$ cat src/rtl/ctbs_pkg.sv
package ctbs_pkg;

    localparam int SMP_W_DEF    = 16;
    localparam int V_W_DEF      = 16;
    localparam int CNT_W_DEF    = 8;
    localparam int TRIP_RUN_DEF = 16;

    typedef enum logic [1:0] {
        ST_IDLE   = 2'd0,   // bypassed, bridge off
        ST_INSERT = 2'd1,   // contact open, bridge compensating
        ST_SHORT  = 2'd2,   // contact failed open, bridge shorts loop
        ST_REBYP  = 2'd3    // compensator failed, contact reclosed
    } seq_st_e;

    typedef struct packed {
        logic bypass_open;
        logic bridge_en;
        logic force_short;
    } drive_t;

    function automatic drive_t drive_of(input seq_st_e st);
        drive_t d;
        d = '0;
        case (st)
            ST_INSERT: begin
                d.bypass_open = 1'b1;
                d.bridge_en   = 1'b1;
            end
            ST_SHORT: begin
                d.bridge_en   = 1'b1;
                d.force_short = 1'b1;
            end
            default: d = '0;
        endcase
        return d;
    endfunction

endpackage

$ cat src/rtl/ctbs_detect.sv
module ctbs_detect
    import ctbs_pkg::*;
#(
    parameter int SMP_W    = SMP_W_DEF,
    parameter int CNT_W    = CNT_W_DEF,
    parameter int TRIP_RUN = TRIP_RUN_DEF
) (
    input  logic                    clk,
    input  logic                    rst,
    input  logic                    smp_valid,
    input  logic signed [SMP_W-1:0] smp_i,
    input  logic        [SMP_W-1:0] thresh,
    input  logic        [CNT_W-1:0] release_lim,
    output logic                    fault_det
);
    localparam logic [CNT_W:0] TRIP_L = (CNT_W+1)'(TRIP_RUN);
    localparam logic [CNT_W:0] ONE_C  = (CNT_W+1)'(1);
    localparam logic [SMP_W:0] ONE_S  = (SMP_W+1)'(1);

    logic [SMP_W:0]   mag;
    logic             above;
    logic [CNT_W-1:0] hi_run, lo_run, hi_sat, lo_sat, rel_eff;
    logic [CNT_W:0]   hi_inc, lo_inc;

    always_comb begin
        mag     = smp_i[SMP_W-1] ? ({1'b0, ~smp_i} + ONE_S) : {1'b0, smp_i};
        above   = mag > {1'b0, thresh};
        hi_inc  = {1'b0, hi_run} + ONE_C;
        lo_inc  = {1'b0, lo_run} + ONE_C;
        hi_sat  = (hi_inc >= TRIP_L) ? TRIP_L[CNT_W-1:0] : hi_inc[CNT_W-1:0];
        lo_sat  = lo_inc[CNT_W] ? lo_run : lo_inc[CNT_W-1:0];
        rel_eff = (release_lim == '0) ? CNT_W'(1) : release_lim;
    end

    always_ff @(posedge clk) begin
        if (rst) begin
            hi_run    <= '0;
            lo_run    <= '0;
            fault_det <= 1'b0;
        end else if (smp_valid) begin
            if (above) begin
                lo_run <= '0;
                hi_run <= hi_sat;
                if (hi_inc >= TRIP_L)
                    fault_det <= 1'b1;
            end else begin
                hi_run <= '0;
                lo_run <= lo_sat;
                if (lo_inc >= {1'b0, rel_eff})
                    fault_det <= 1'b0;
            end
        end
    end

endmodule

$ cat src/rtl/ctbs_health.sv
module ctbs_health
    import ctbs_pkg::*;
#(
    parameter int V_W   = V_W_DEF,
    parameter int CNT_W = CNT_W_DEF
) (
    input  logic                  clk,
    input  logic                  rst,
    input  logic                  smp_valid,
    input  seq_st_e               st,
    input  logic signed [V_W-1:0] v_meas,
    input  logic signed [V_W-1:0] v_ref,
    input  logic        [V_W-1:0] tol,
    input  logic      [CNT_W-1:0] persist_lim,
    output logic                  fail_q
);
    localparam logic [V_W:0]   ONE_V = (V_W+1)'(1);
    localparam logic [CNT_W:0] ONE_C = (CNT_W+1)'(1);

    logic signed [V_W-1:0] exp_v;
    logic signed [V_W:0]   diff;
    logic        [V_W:0]   dmag;
    logic                  out_band, active, mode_chg;
    logic      [CNT_W-1:0] cnt, cnt_base, cnt_sat, per_eff;
    logic        [CNT_W:0] cnt_inc;
    seq_st_e               prev_st;

    always_comb begin
        exp_v    = (st == ST_INSERT) ? v_ref : '0;
        diff     = $signed({v_meas[V_W-1], v_meas}) - $signed({exp_v[V_W-1], exp_v});
        dmag     = diff[V_W] ? ($unsigned(~diff) + ONE_V) : $unsigned(diff);
        out_band = dmag > {1'b0, tol};
        active   = (st == ST_IDLE) || (st == ST_INSERT);
        mode_chg = (st != prev_st);
        cnt_base = mode_chg ? '0 : cnt;
        cnt_inc  = {1'b0, cnt_base} + ONE_C;
        cnt_sat  = cnt_inc[CNT_W] ? cnt_base : cnt_inc[CNT_W-1:0];
        per_eff  = (persist_lim == '0) ? CNT_W'(1) : persist_lim;
    end

    always_ff @(posedge clk) begin
        if (rst) begin
            cnt     <= '0;
            fail_q  <= 1'b0;
            prev_st <= ST_IDLE;
        end else begin
            prev_st <= st;
            fail_q  <= 1'b0;
            if (!active) begin
                cnt <= '0;
            end else if (smp_valid) begin
                if (out_band) begin
                    cnt <= cnt_sat;
                    if (cnt_inc >= {1'b0, per_eff})
                        fail_q <= 1'b1;
                end else begin
                    cnt <= '0;
                end
            end else begin
                cnt <= cnt_base;
            end
        end
    end

endmodule

$ cat src/rtl/ctbs_seq.sv
module ctbs_seq
    import ctbs_pkg::*;
(
    input  logic    clk,
    input  logic    rst,
    input  logic    fault_det,
    input  logic    hlth_fail,
    input  logic    alarm_clr,
    output seq_st_e st,
    output logic    equip_alarm,
    output drive_t  drv
);
    always_ff @(posedge clk) begin
        if (rst) begin
            st          <= ST_IDLE;
            equip_alarm <= 1'b0;
        end else begin
            case (st)
                ST_IDLE: begin
                    if (hlth_fail) begin
                        st          <= ST_SHORT;
                        equip_alarm <= 1'b1;
                    end else if (fault_det) begin
                        st <= ST_INSERT;
                    end
                end
                ST_INSERT: begin
                    if (hlth_fail) begin
                        st          <= ST_REBYP;
                        equip_alarm <= 1'b1;
                    end else if (!fault_det) begin
                        st <= ST_IDLE;
                    end
                end
                default: begin
                    if (alarm_clr) begin
                        st          <= ST_IDLE;
                        equip_alarm <= 1'b0;
                    end
                end
            endcase
        end
    end

    always_comb drv = drive_of(st);

endmodule

$ cat src/rtl/ctbs_bypass_supervisor.sv
module ctbs_bypass_supervisor
    import ctbs_pkg::*;
#(
    parameter int SMP_W    = SMP_W_DEF,
    parameter int V_W      = V_W_DEF,
    parameter int CNT_W    = CNT_W_DEF,
    parameter int TRIP_RUN = TRIP_RUN_DEF
) (
    input  logic                    clk,
    input  logic                    rst,
    input  logic                    smp_valid,
    input  logic signed [SMP_W-1:0] smp_i,
    input  logic        [SMP_W-1:0] thresh,
    input  logic signed   [V_W-1:0] v_meas,
    input  logic signed   [V_W-1:0] v_ref,
    input  logic          [V_W-1:0] tol,
    input  logic        [CNT_W-1:0] persist_lim,
    input  logic        [CNT_W-1:0] release_lim,
    input  logic                    alarm_clr,
    output logic                    bypass_open,
    output logic                    bridge_en,
    output logic                    force_short,
    output logic                    fault_det,
    output logic                    equip_alarm
);
    seq_st_e st;
    drive_t  drv;
    logic    hlth_fail;

    ctbs_detect #(.SMP_W(SMP_W), .CNT_W(CNT_W), .TRIP_RUN(TRIP_RUN)) u_det (
        .clk(clk), .rst(rst), .smp_valid(smp_valid), .smp_i(smp_i),
        .thresh(thresh), .release_lim(release_lim), .fault_det(fault_det)
    );

    ctbs_health #(.V_W(V_W), .CNT_W(CNT_W)) u_hlth (
        .clk(clk), .rst(rst), .smp_valid(smp_valid), .st(st),
        .v_meas(v_meas), .v_ref(v_ref), .tol(tol),
        .persist_lim(persist_lim), .fail_q(hlth_fail)
    );

    ctbs_seq u_seq (
        .clk(clk), .rst(rst), .fault_det(fault_det), .hlth_fail(hlth_fail),
        .alarm_clr(alarm_clr), .st(st), .equip_alarm(equip_alarm), .drv(drv)
    );

    assign bypass_open = drv.bypass_open;
    assign bridge_en   = drv.bridge_en;
    assign force_short = drv.force_short;

endmodule

$ cat config.mk
export PLATFORM = sky130hd
export DESIGN_NAME = ctbs_bypass_supervisor
export DESIGN_NICKNAME = d
export VERILOG_FILES = /design/src/rtl/ctbs_pkg.sv /design/src/rtl/ctbs_detect.sv /design/src/rtl/ctbs_health.sv /design/src/rtl/ctbs_seq.sv /design/src/rtl/ctbs_bypass_supervisor.sv
export SDC_FILE = /design/constraint.sdc
export NUM_CORES = 1
export LEC_CHECK = 0
export BUFFER_PORTS_ARGS = -buffer_cell sky130_fd_sc_hd__buf_2
export CAP_MARGIN = 40
export CORE_MARGIN = 8
export CORE_UTILIZATION = 29
export DETAILED_ROUTE_END_ITERATION = 10
export GPL_ROUTABILITY_DRIVEN = 1
export MAX_ROUTING_LAYER = met4
export RECOVER_POWER = 100
export SYNTH_ARGS = -nofsm -noshare
export SYNTH_HDL_FRONTEND = slang
export SYNTH_HIERARCHICAL = 1
export SYNTH_SLANG_ARGS = --single-unit
$ cat constraint.sdc
create_clock -name clk -period 8.1 [get_ports clk]
set_input_delay 1.62 -clock clk [delete_from_list [all_inputs] [get_ports clk]]
set_output_delay 1.62 -clock clk [all_outputs]
set_load 0.01 [all_outputs]
==> key figures <==
Clock network
  • # H-tree levels: 2
  • CTS root buffer: clkbuf_16
  • Post-CTS Setup Bufs: 0
  • Longest Clk Path Bufs: 2
  • Worst-skew pair later-pin latency: about 0.27 ns
  • TritonCTS clock tree: built
  • CTS clk-pin slew, worst paths: 0.05 ns
  • Post-cts gate resize count: 0
  • CTS sink cnt: 31
  • Num CTS Buffers: 5
  • Cts hold-fix bufs: 0

Critical path
  • Critical Path RT: approximately 8 ns
  • Worst Path Max Fanout: 7
  • WP data arrival: approximately 6.5 ns
  • WS Path Type: in -> reg
  • Worst Setup End Kind: register
  • Startpoint types: primary input

Layout
  • Area growth syn-to-layout: 18.0%
  • N_diodes: 0
  • Filler instances: 1673
  • Sequential cell area: 621 um^2
  • Area occupied by multi-input gates: between 3000 and 4000 um^2
  • Layout Nets: 887
  • Share of layout cells above drive strength 1: between 15 and 20%

Synthesis
  • Net count after synthesis: about 800
  • Distinct cell type count after synthesis: 64
  • Yosys top cell by area: ha_1
  • #FFs+latches synth: 31
  • Synth area leaders: ha_1 (21%), dfxtp_1 (14%), xnor2_1 (6.4%), nand2_1 (5.7%), a21oi_1 (5.6%)
  • Mapped Cells: 610
  • Synth Flop Type: dfxtp_1
  • Async SR Flop Fraction: 0%
  • Cell Area, Synth: 4510 um^2
  • Seq/Total Area, Yosys: 13.8%
  • Area share of the leading cell type in the synthesized netlist: between 20% and 30%
  • Cell with the most instances after synthesis: ha_1
  • Commonest cells post-synth: ha_1 (74), nand2_1 (68), inv_1 (63)
  • Avg Cell Area, Syn: approximately 7.4 um^2
  • YS warnings: 6
  • Post-synth EDFFs: 0

Route
  • Vias/cell: ~4.9
  • Wirelength, routed: about 12000 um
  • DRT iter0 DRCs: between 200 and 250
  • DRC: 0
  • Routed Antenna Nets: 0
  • First-pass detailed-route iteration total: 4
  • DR WL/cell: ~13 um
  • Vias: around 4400

Global routing
  • Vias in the first global route: around 4400
  • Grt ovf: 0
  • Largest net degree at the start of global routing: 26
  • Initial antenna violation count: 0
  • Total GRT Usage: about an eighth
  • First-pass GRT wire length: 20000 um

Timing
  • Final WS setup: 1.69 ns
  • Peak Freq: around 160 MHz
  • Skew final: between 0.003 and 0.004 ns
  • Worst slew pin tran: 1.18 ns
  • Crit share post-route: 79.1%
  • Slew headroom: between 20 and 25%
  • Hold Vio Cnt, Final: 0
  • Hold WS: 0.459 ns
  • Final setup vio count: 0
  • Max-slew violations: 0
  • RSZ-0062 raised after global routing: false
  • Setup TNS: 0 ns
  • Final min period: 6.41 ns

Floorplan
  • CORE AREA: around 15000 um^2
  • Row cnt: 45
  • Die X: around 140 um
  • Initial Utilization: between 20% and 30%
  • I/O pins: about 110
  • Total die area: a little under 20000 um^2
  • Die Span Y: ~140 um

Power
  • VDD IR-drop max: 61.9 uV
  • Sequential power share: 19.6%
  • Net Sw Power: approximately 0.36 mW
  • Leakage: about 2.4 nW
  • Pwr per Cell Area: ~160 nW/um^2
  • Logic pwr share: a little over 60%
  • Switching share of power: approximately 43%
  • Clk network pwr share: a little under 20%
  • Internal power: slightly below 0.5 mW

Min path
  • Min-delay worst type: reg -> reg

Placement
  • Dpl ws: 1.46 ns
  • GPL Wtd Cong: roughly 0.83
  • Port Buffers: about 100
  • DP HPWL: slightly below 10000 um

Job
  • Max-cap viol count: 0

Run status
  • Status: complete, no violations
worst paths after layout:
check / slack [ns] / endpoint / startpoint / depth (start not counted)
max reg2reg: 2.15 / u_hlth/cnt[6]$_SDFF_PP0_ / u_seq/st[0]$_SDFFE_PP0P_ / 22
min reg2reg: 0.46 / u_det/hi_run[7]$_SDFFE_PP0P_ / u_det/hi_run[7]$_SDFFE_PP0P_ / 1
max: 1.69 / u_hlth/cnt[6]$_SDFF_PP0_ / v_ref[0] / 21
min: 0.46 / u_det/hi_run[7]$_SDFFE_PP0P_ / u_det/hi_run[7]$_SDFFE_PP0P_ / 1
final cells by class:
cell class              instances  share of cell area, %
well taps                     188                   4.42
inverters                      64                   4.52
multi-input cells             503                   67.0
repair buffers                107                   9.97
clock buffers                   6                   2.42
flip-flops and latches         31                   11.7
worst max-delay path: stages:
cell	delay (ns)
buf_2	0.07
and2_0	0.12
ha_1	0.18
inv_1	0.06
fa_1	0.42
a211oi_1	0.32
o21ai_0	0.17
xor2_1	0.23
a2111oi_4	0.42
nand3b_1	0.25
nor3_1	0.34
a21oi_1	0.13
xnor2_1	0.19
ha_1	0.26
nand4_1	0.11
nand2b_1	0.11
a31oi_1	0.07
a2111oi_0	0.70
nor3_1	0.13
a31oi_1	0.46
o21ai_0	0.17
placed cells by master, fill, tap and decap left out, types with 5 or more instances in the layout:
cell       netlist  final
buf_2            2     97
ha_1            74     74
nand2_1         68     68
inv_1           63     63
a21oi_1         50     50
o21ai_0         43     44
nor2_1          37     37
xnor2_1         33     33
dfxtp_1         31     31
nand3_1         22     22
xor2_1          16     16
nor3_1          15     15
and3_1          12     12
nor4_1           9     10
nor2b_1         10     10
a31oi_1          9      9
clkbuf_1         8      8
nand2b_1         7      7
nand4_1          7      7
a211oi_1         7      7
a21o_1           7      7
clkbuf_16        0      5
or3_1            4      5
o31ai_1          5      5
per-stage QoR:
stage	cell area, um^2	power, mW	instances	util (%)
floorplan	4510	0.559	610	-
global placement	5220	0.684	891	34.3
detailed placement	5230	0.689	893	34.4
CTS	5360	0.864	899	35.2
global route	5320	0.940	899	35.0
finish	5320	0.852	899	35.0
power by group through the flow:
stage / Combinational, mW / Clock (mW) / Sequential, mW
3_3_place_gp: 0.514 / 0 / 0.170
2_1_floorplan: 0.391 / 0 / 0.167
6_report: 0.517 / 0.169 / 0.167
3_5_place_dp: 0.519 / 0 / 0.170
5_1_grt: 0.589 / 0.183 / 0.168
4_1_cts: 0.523 / 0.175 / 0.167
sequential cells by signal, indices dropped and copies added, names as in the netlist:
name	cells
u_det/lo_run	8
u_hlth/fail_q	1
u_det/fault_det	1
u_seq/equip_alarm	1
u_seq/st	2
u_hlth/cnt	8
u_det/hi_run	8
u_hlth/prev_st	2
per-layer routing:
layer / global-route usage, % / wire length (um)
met5: - / 0
met4: 1.36 / 12
met3: 1.92 / 448
met2: 19.9 / 5250
met1: 15.9 / 6020
cells by family after synthesis:
kind of cell               Yosys count  synth area share [%]
and+or+nand+nor                    221                  25.6
AOI/OAI and AO/OA                  156                  23.0
buffers and inverters               76                  6.55
adders and majority gates           75                  21.0
xor gates and xnor gates            49                  9.52
DFF                                 31                  13.8
muxes                                2                 0.583
Power figures use the tool's default switching activity.
